[src/rtl/xlat_pkg.sv]
`timescale 1ns/1ps
package xlat_pkg;
  typedef struct packed {
    logic rd;
    logic wr;
    logic dirty;
    logic user;
  } perm_t;
endpackage

[src/rtl/xlat_cam.sv]
`timescale 1ns/1ps
module xlat_cam
  import xlat_pkg::*;
#(
  parameter int ENTRIES = 32,
  parameter int VPN_W   = 20,
  parameter int PPN_W   = 20,
  parameter int IDX_W   = $clog2(ENTRIES)
) (
  input  logic               clk,
  input  logic               rst,
  input  logic               clear,
  input  logic [VPN_W-1:0]   lk_vpn,
  output logic [ENTRIES-1:0] lk_match,
  output logic [PPN_W-1:0]   lk_ppn,
  output perm_t              lk_perm,
  input  logic               wr_en,
  input  logic [IDX_W-1:0]   wr_idx,
  input  logic [VPN_W-1:0]   wr_vpn,
  input  logic [PPN_W-1:0]   wr_ppn,
  input  perm_t              wr_perm,
  output logic [ENTRIES-1:0] wr_match
);
  logic [ENTRIES-1:0] live_q;
  logic [VPN_W-1:0]   tag_q  [ENTRIES];
  logic [PPN_W-1:0]   ppn_q  [ENTRIES];
  perm_t              perm_q [ENTRIES];

  always_ff @(posedge clk) begin
    if (rst || clear) live_q <= '0;
    else if (wr_en)   live_q[wr_idx] <= 1'b1;
  end

  always_ff @(posedge clk) begin
    if (wr_en) begin
      tag_q[wr_idx]  <= wr_vpn;
      ppn_q[wr_idx]  <= wr_ppn;
      perm_q[wr_idx] <= wr_perm;
    end
  end

  for (genvar g = 0; g < ENTRIES; g++) begin : g_cmp
    assign lk_match[g] = live_q[g] && (tag_q[g] == lk_vpn);
    assign wr_match[g] = live_q[g] && (tag_q[g] == wr_vpn);
  end

  always_comb begin
    lk_ppn  = '0;
    lk_perm = '0;
    for (int i = 0; i < ENTRIES; i++) begin
      if (lk_match[i]) begin
        lk_ppn  = lk_ppn | ppn_q[i];
        lk_perm = lk_perm | perm_q[i];
      end
    end
  end

  AST_MATCH_UNIQUE: assert property (@(posedge clk) disable iff (rst)
    $onehot0(lk_match));
  AST_CLEAR_ALL: assert property (@(posedge clk) disable iff (rst)
    clear |=> (live_q == '0));
endmodule

[src/rtl/xlat_victim.sv]
`timescale 1ns/1ps
module xlat_victim #(
  parameter int ENTRIES = 32,
  parameter int IDX_W   = $clog2(ENTRIES)
) (
  input  logic             clk,
  input  logic             rst,
  input  logic             clear,
  input  logic             advance,
  output logic [IDX_W-1:0] ptr
);
  localparam logic [IDX_W-1:0] LAST = IDX_W'(ENTRIES - 1);

  always_ff @(posedge clk) begin
    if (rst || clear)  ptr <= '0;
    else if (advance)  ptr <= (ptr == LAST) ? '0 : ptr + 1'b1;
  end

  AST_PTR_HOME: assert property (@(posedge clk) disable iff (rst)
    clear |=> (ptr == '0));
  AST_PTR_HOLD: assert property (@(posedge clk) disable iff (rst)
    (!clear && !advance) |=> $stable(ptr));
endmodule

[src/rtl/xlat_perm.sv]
`timescale 1ns/1ps
module xlat_perm
  import xlat_pkg::*;
(
  input  perm_t perm,
  input  logic  is_write,
  input  logic  is_kernel,
  output logic  deny,
  output logic  need_dirty
);
  logic mode_bad, kind_bad;
  always_comb begin
    mode_bad   = !is_kernel && !perm.user;
    kind_bad   = is_write ? !perm.wr : !perm.rd;
    deny       = mode_bad || kind_bad;
    need_dirty = is_write && !perm.dirty;
  end
endmodule

[src/rtl/xlat_cache.sv]
`timescale 1ns/1ps
module xlat_cache
  import xlat_pkg::*;
#(
  parameter int ENTRIES = 32,
  parameter int VA_W    = 32,
  parameter int PA_W    = 32,
  parameter int OFF_W   = 12,
  localparam int VPN_W  = VA_W - OFF_W,
  localparam int PPN_W  = PA_W - OFF_W,
  localparam int IDX_W  = $clog2(ENTRIES)
) (
  input  logic             clk,
  input  logic             rst,
  input  logic             flush,
  input  logic             req_valid,
  input  logic [VA_W-1:0]  req_vaddr,
  input  logic             req_write,
  input  logic             req_kernel,
  output logic             rsp_valid,
  output logic             rsp_hit,
  output logic             rsp_miss,
  output logic             rsp_fault,
  output logic [PA_W-1:0]  rsp_paddr,
  input  logic             fill_valid,
  input  logic [VPN_W-1:0] fill_vpn,
  input  logic [PPN_W-1:0] fill_ppn,
  input  logic             fill_rd,
  input  logic             fill_wr,
  input  logic             fill_dirty,
  input  logic             fill_user
);
  logic [ENTRIES-1:0] lk_match, fill_match;
  logic [PPN_W-1:0]   lk_ppn;
  perm_t              lk_perm, fill_perm;
  logic [IDX_W-1:0]   victim, same_idx, wr_idx;
  logic               fill_present, wr_en, lk_any, deny, need_dirty;
  logic               nx_hit, nx_miss, nx_fault;

  assign fill_perm = '{rd: fill_rd, wr: fill_wr, dirty: fill_dirty, user: fill_user};

  always_comb begin
    same_idx = '0;
    for (int i = 0; i < ENTRIES; i++)
      if (fill_match[i]) same_idx = same_idx | IDX_W'(i);
  end

  assign fill_present = |fill_match;
  assign wr_en        = fill_valid && !flush;
  assign wr_idx       = fill_present ? same_idx : victim;

  xlat_cam #(.ENTRIES(ENTRIES), .VPN_W(VPN_W), .PPN_W(PPN_W), .IDX_W(IDX_W)) u_cam (
    .clk(clk), .rst(rst), .clear(flush),
    .lk_vpn(req_vaddr[VA_W-1:OFF_W]), .lk_match(lk_match),
    .lk_ppn(lk_ppn), .lk_perm(lk_perm),
    .wr_en(wr_en), .wr_idx(wr_idx), .wr_vpn(fill_vpn),
    .wr_ppn(fill_ppn), .wr_perm(fill_perm), .wr_match(fill_match)
  );

  xlat_victim #(.ENTRIES(ENTRIES), .IDX_W(IDX_W)) u_victim (
    .clk(clk), .rst(rst), .clear(flush),
    .advance(wr_en && !fill_present), .ptr(victim)
  );

  xlat_perm u_perm (
    .perm(lk_perm), .is_write(req_write), .is_kernel(req_kernel),
    .deny(deny), .need_dirty(need_dirty)
  );

  assign lk_any   = |lk_match;
  assign nx_fault = req_valid && lk_any && deny;
  assign nx_hit   = req_valid && lk_any && !deny && !need_dirty;
  assign nx_miss  = req_valid && !nx_fault && !nx_hit;

  always_ff @(posedge clk) begin
    if (rst) begin
      rsp_valid <= 1'b0;
      rsp_hit   <= 1'b0;
      rsp_miss  <= 1'b0;
      rsp_fault <= 1'b0;
      rsp_paddr <= '0;
    end else begin
      rsp_valid <= req_valid;
      rsp_hit   <= nx_hit;
      rsp_miss  <= nx_miss;
      rsp_fault <= nx_fault;
      rsp_paddr <= nx_hit ? {lk_ppn, req_vaddr[OFF_W-1:0]} : '0;
    end
  end

  AST_ONE_OUTCOME: assert property (@(posedge clk) disable iff (rst)
    $onehot0({rsp_hit, rsp_miss, rsp_fault}));
  AST_RSP_TRACKS_REQ: assert property (@(posedge clk) disable iff (rst)
    req_valid |=> rsp_valid);
  AST_QUIET_IDLE: assert property (@(posedge clk) disable iff (rst)
    !rsp_valid |-> !(rsp_hit || rsp_miss || rsp_fault));
  AST_HIT_OFFSET: assert property (@(posedge clk) disable iff (rst)
    (req_valid && lk_any && !deny && !need_dirty) |=>
      (rsp_hit && rsp_paddr[OFF_W-1:0] == $past(req_vaddr[OFF_W-1:0])));
  AST_REFRESH_NO_MOVE: assert property (@(posedge clk) disable iff (rst)
    (wr_en && fill_present) |=> $stable(victim));
endmodule

[config.mk]
export PLATFORM = sky130hd
export DESIGN_NAME = xlat_cache
export DESIGN_NICKNAME = d
export VERILOG_FILES = /design/src/rtl/xlat_pkg.sv /design/src/rtl/xlat_cam.sv /design/src/rtl/xlat_victim.sv /design/src/rtl/xlat_perm.sv /design/src/rtl/xlat_cache.sv
export SDC_FILE = /design/constraint.sdc
export NUM_CORES = 2
export LEC_CHECK = 0
export BUFFER_PORTS_ARGS = -buffer_cell sky130_fd_sc_hd__buf_2
export CAP_MARGIN = 20
export CORE_MARGIN = 1
export CORE_UTILIZATION = 33
export CTS_BUF_LIST = sky130_fd_sc_hd__clkbuf_16
export CTS_CLUSTER_SIZE = 20
export DETAILED_ROUTE_END_ITERATION = 8
export PLACE_DENSITY = 0.45
export SLEW_MARGIN = 20
export SYNTH_ARGS = -nofsm -noshare
export SYNTH_HDL_FRONTEND = slang
export SYNTH_SLANG_ARGS = --single-unit
[constraint.sdc]
create_clock -name clk -period 8 [get_ports clk]
set_clock_uncertainty 0.05 [all_clocks]
set_input_delay 0.8 -clock clk [delete_from_list [all_inputs] [get_ports clk]]
set_output_delay 0.8 -clock clk [all_outputs]
set_load 0.02 [all_outputs]
# Word level (Yosys, flattened, before mapping)
# Memories as Yosys holds them, arrays and structs flattened.
# Cells that the tools add are included.
# op_classes
n_addsub	1
eq_ne	65
n_lt_le_gt_ge	2
n_mux	106
bitwise_logic	64
reduce_logical	93
# ops
operator	n
20-bit == test	64
20-bit 2-to-1 mux	32
20-bit OR	31
4-bit 2-to-1 mux	40
4-bit OR	31
5-bit 2-to-1 mux	20
1-bit logical AND	75
32-bit 2-to-1 mux	2
32-bit OR reduction	2
32-bit OR	1
3-bit 2-to-1 mux	4
1-bit logical NOT	11
5-bit by 6-bit < comparator with 1-bit output (second input constant)	1
5-bit by 1-bit adder with 5-bit output (second input constant)	1
1-bit demux with 5-bit select	1
5-bit == test (second input constant)	1
5-bit by 1-bit >= comparator with 1-bit output (second input constant)	1
1-bit 2-to-1 mux	5
2-bit 2-to-1 mux	2
2-bit nonzero test	2
1-bit logical OR	2
2-bit OR reduction	1
1-bit NOT	1
# word_totals
ram_bits	1408
word_cells	341
out_inout_bits	36
n_memories	3
register_bits	73
inputBits	83
# mem_list
memory	depth	word_bits	rd	rd_clocked_by_memory_dff	wr	line_no	text
u_cam.ppn_q	32	20	32	0	1	xlat_cam.sv:26	logic [PPN_W-1:0] ppn_q [ENTRIES];
u_cam.tag_q	32	20	32	0	1	xlat_cam.sv:25	logic [VPN_W-1:0] tag_q [ENTRIES];
u_cam.perm_q	32	4	32	0	1	xlat_cam.sv:27	perm_t perm_q [ENTRIES];

# Logic depth before layout (Yosys ltp)
# An unclocked memory read counts as a cell.
# depth
word_depth	74
ltp_mapped	16
mapped_depth_nobuf	9

# Hierarchy
# A second synthesis with hierarchy kept.
# unflattened
cells_unflattened	4793
hier_area_um2	67763.7
# modules_own_cells
mod	area_per_inst_um2	n_inst	cells_per_inst
xlat_cam	66140.9	1	4645
xlat_cache	1370.1	1	123
xlat_victim	229.0	1	22
xlat_perm	23.8	1	3

# Worst setup path after synthesis
# OpenSTA, ideal clock, no wires.
# synth_path
path_type	input to register
from	input fill_vpn[13]
to	memory u_cam.perm_q[25][0] (netlist bit) (enable)
path_stages	12
setup_ps	509
path_buffers	4
path_slack_ps	1180
t_arrival_ps	6261
t_required_ps	7441
path_cell_list	buf_4 > buf_8 > buf_8 > xnor2_1 > and3_1 > a22oi_1 > nand4_1 > nor4b_4 > and4b_1 > o21ai_1 > clkbuf_1 > nor3b_1
# synth_between
elab_chain_cells	34
word_cells_on_any_way	97
cone_classes	32 x eq/ne; 32 x mux; 33 x reduce/logical
# synth_lines
item	line_no	text
start, declared	xlat_cache.sv:26	input logic [VPN_W-1:0] fill_vpn,
20-bit == test	xlat_cam.sv:44	assign wr_match[g] = live_q[g] && (tag_q[g] == wr_vpn);
1-bit logical AND	xlat_cam.sv:44	
1-bit 2-to-1 mux	xlat_cache.sv:45	if (fill_match[i]) same_idx = same_idx | IDX_W'(i);
2-bit 2-to-1 mux (2 in a row)	xlat_cache.sv:45	
3-bit 2-to-1 mux (4 in a row)	xlat_cache.sv:45	
4-bit 2-to-1 mux (8 in a row)	xlat_cache.sv:45	
5-bit 2-to-1 mux (16 in a row)	xlat_cache.sv:45	
5-bit 2-to-1 mux *	xlat_cache.sv:50	assign wr_idx = fill_present ? same_idx : victim;
end, declared	xlat_cam.sv:27	
# Mark *: on every way between the ends. The rest lies on a longest branch, timed or not.

# Worst setup path in the final report
# layout_path
from	input fill_vpn[2]
to	memory u_cam.ppn_q[3][6] (enable)
# layout_between
elab_chain_cells	34
word_cells_on_any_way	97
cone_classes	32 x eq/ne; 32 x mux; 33 x reduce/logical
# layout_lines
item	line_no
20-bit == test	xlat_cam.sv:44
1-bit logical AND	xlat_cam.sv:44
1-bit 2-to-1 mux	xlat_cache.sv:45
2-bit 2-to-1 mux (2 in a row)	xlat_cache.sv:45
3-bit 2-to-1 mux (4 in a row)	xlat_cache.sv:45
4-bit 2-to-1 mux (8 in a row)	xlat_cache.sv:45
5-bit 2-to-1 mux (16 in a row)	xlat_cache.sv:45
5-bit 2-to-1 mux *	xlat_cache.sv:50
end, declared	xlat_cam.sv:26
# Marks and branches as above.

==> results.toml <==
[grt]
antenna_found_initial = 20
grt_pass1_vias = 42300
grt_max_degree = 45
grt_pass1_wl_um = 373000
grt-ovfl-total = 0
track_usage_pct = 26.5

[detailed_routing]
wl_per_cell_um = 36.4
remaining_drc_errors = 4
vias_per_cell = 5.74
dr.pass1.iters = 9
drt-total-wl_um = 276000
dr_total_vias = 43600
ant_nets = 0
drtIter0Drc = 4957

[floorplan]
fp-row-count = 165
fp.coreArea_um2 = 202000
die_w_um = 453
io_pins = 119
dieArea_um2 = 205000
initial_utilization_pct = 33.2
die_h_um = 453

[power]
power_per_cell_area_nw_per_um2 = 222
p_leak_nw = 23.6
ir_drop_mv = 0.234

[synthesis]
yosys-top-cells-area = "edfxtp_1, xnor2_1, xor2_1"
synth_ff_type = "edfxtp_1"
synth_adder_area_share_pct = 0.0374
synth_mux_area_share_pct = 0.0467
synth_top_family_by_area = "XOR/XNOR gates"
yosysSeqAreaShare_pct = 65.3
yosysWarnings = 0
synth.distinct_cells = 74
synthSimpleGateAreaFrac_pct = 9.90
syn-mean-instance-area_um2 = 14.7
synth-seq-cells = 1481
yosys.area.top_type = "edfxtp_1"
synth_compound_area_share_pct = 5.17
synth_xor_xnor_area_share_pct = 16.8
async_reset_ff_share_pct = 0
synth_cells = 4563
netlist_area_um2 = 67000
syn-num-nets = 4648
synth.top_cell.area_share_pct = 63.1
synth-edff-count = 1408

[sta]
final.min_clock_period_ns = 5.62
final.setup.tns_ns = 0
final.period_utilization_pct = 70.3
finalWorstSetupSlack_ns = 2.38
worstMarginPinSlew_ns = 1.14
max_slew_margin_pct = 24.3
slew_viol_final = 0
finalHoldViolations = 0
max_clock_freq_mhz = 178
rsz0062_at_grt = "false"
finalSetupViolations = 0

[setup_path]
arrival_ns = 6.08
cp-start-kind = "input pin"
critPathKind = "input pin to flip-flop"
end_kind = "flip-flop"
crit_path_max_fanout = 31
crit_required_ns = 8.45

[clocking]
numCtsBuffers = 170
clock_path_buffers = 3
numClockSinks = 1481
clk_latency_ns = 0.86
cts_hold_buf = 0
cts_tree = "built"
htree_levels = 4
cts-root-buf = "clkbuf_16"
cts_resized = 0
post_cts_buffers = 0
path_clk_slew_ns = 0.06

[placement]
gp_congestion = 0.890
post-place-cells = 7273
port_buffers = 118
dp_slack_ns = 1.70
hpwl_um = 169000

[outcome]
violations = "design-rule violations"
status = "finished with violations"

[final_layout]
instances_no_fill = 7589
fin_nets = 4858
syn_to_final_growth_pct = 14.2
drive_above_1_share_pct = 13.4

[run]
maxCapViolations = 0

[min_path]
hold_path.class = "input pin to flip-flop"
-- power breakdown --
group | internal (mW) | switching (mW)
Sequential | 8.50 | 0.00855
Combinational | 0.273 | 0.693
Clock | 4.13 | 3.39
-- cells by family (layout without fill, tap and decap cells) --
logic type | Yosys count | after routing
other cells | 0 | 4
xor+xnor | 1282 | 1282
buf+inv | 283 | 633
flops | 1481 | 1481
fa+ha+maj | 2 | 2
mux | 3 | 3
compound gates | 417 | 417
simple gates | 1095 | 1095
-- Yosys cell counts, types with 65 or more instances --
library cell	n
nand2_1	90
buf_4	65
a22o_1	107
a221oi_1	103
nor4_1	169
nand3_1	159
dfxtp_1	73
a22oi_1	117
xor2_1	364
nand4_1	334
clkbuf_1	75
edfxtp_1	1408
xnor2_1	917
-- metal layers --
metal	up-vias	track usage (%)	part of all wire, %
met5	-	0	0.012
met4	4	8.59	3.4
met3	408	3.62	6.1
met2	1948	43.4	47
met1	23200	36.2	43
li1	18000	-	-
-- placed cells by master (no fill, tap or decap), types with 8 or more instances in the layout --
cell type  synthesis  layout
nor3_2            29      37
nor2_4             0      17
clkinv_1           0      55
nor2_1            61      44
and4_1            13      11
nand4b_1          13      13
buf_12             2      16
nand4_1          334     334
nor4b_1           10      10
nor3b_1           21      13
or2_2             10      10
nor4_1           169     166
a222oi_1          16      16
o31ai_1           27      27
inv_1             18      58
nor3_1            38      30
a22o_1           107     107
xnor2_1          917     917
nand3_1          159     159
and3_1            61      56
buf_2             56      78
nand2_1           90      90
clkbuf_16          0     174
a221oi_1         103     103
edfxtp_1        1408    1408
or4_1             19      19
nor3b_2            0       8
dfxtp_1           73      73
buf_4             65     208
clkinv_2           0      18
xor2_1           364     364
and2_2             1      24
a22oi_1          117     117
-- critical path: stages --
cell	delay (ns)
buf_4	0.56
buf_4	0.41
xnor2_1	0.17
nand4_1	0.11
nor4_1	0.50
nand4_1	0.51
nand3_1	0.35
nor4_4	0.11
a21o_1	0.45
or4b_1	0.93
nor2_4	0.67
buf_12	0.29
-- sequential cells by signal (all words and copies together) (netlist names) --
signal        cells
u_cam.tag_q     640
u_victim.ptr      5
rsp_miss          1
rsp_fault         1
u_cam.live_q     32
rsp_paddr        32
rsp_hit           1
rsp_valid         1
u_cam.perm_q    128
u_cam.ppn_q     640
-- through the flow --
step	utilization [%]	total power, mW	area, um^2	hold slack [ns]
floorplan	-	9.20	67000	0.389
global placement	35.2	9.63	71100	0.440
detailed placement	35.2	9.62	71100	0.443
CTS	37.9	17.1	76500	0.0671
global route	37.9	17.4	76500	0.0959
finish	37.9	17.0	76500	0.123
-- final timing paths --
| kind | to | from | depth (start not counted) | slack, ns |
|---|---|---|---|---|
| max reg2reg | u_cam.ppn_q[3][6] | u_cam.tag_q[24][11] | 10 | 2.70 |
| min | rsp_paddr[1] | req_vaddr[1] | 3 | 0.12 |
| max | u_cam.ppn_q[3][6] | fill_vpn[2] | 12 | 2.38 |
| min reg2reg | u_cam.live_q[28] | u_cam.live_q[28] | 2 | 0.46 |
-- cell type report --
cell class / instances / area (um^2)
fill: 19100 / 125000
sequential: 1481 / 43700
multi-input combinational: 2799 / 21700
clock buffer: 174 / 4350
tap: 2672 / 3340
timing repair buffer: 303 / 2280
clock inverter: 138 / 971
inverter: 18 / 67.6
antenna: 4 / 10.0
Note: power is estimated with default switching activity, not from simulation.
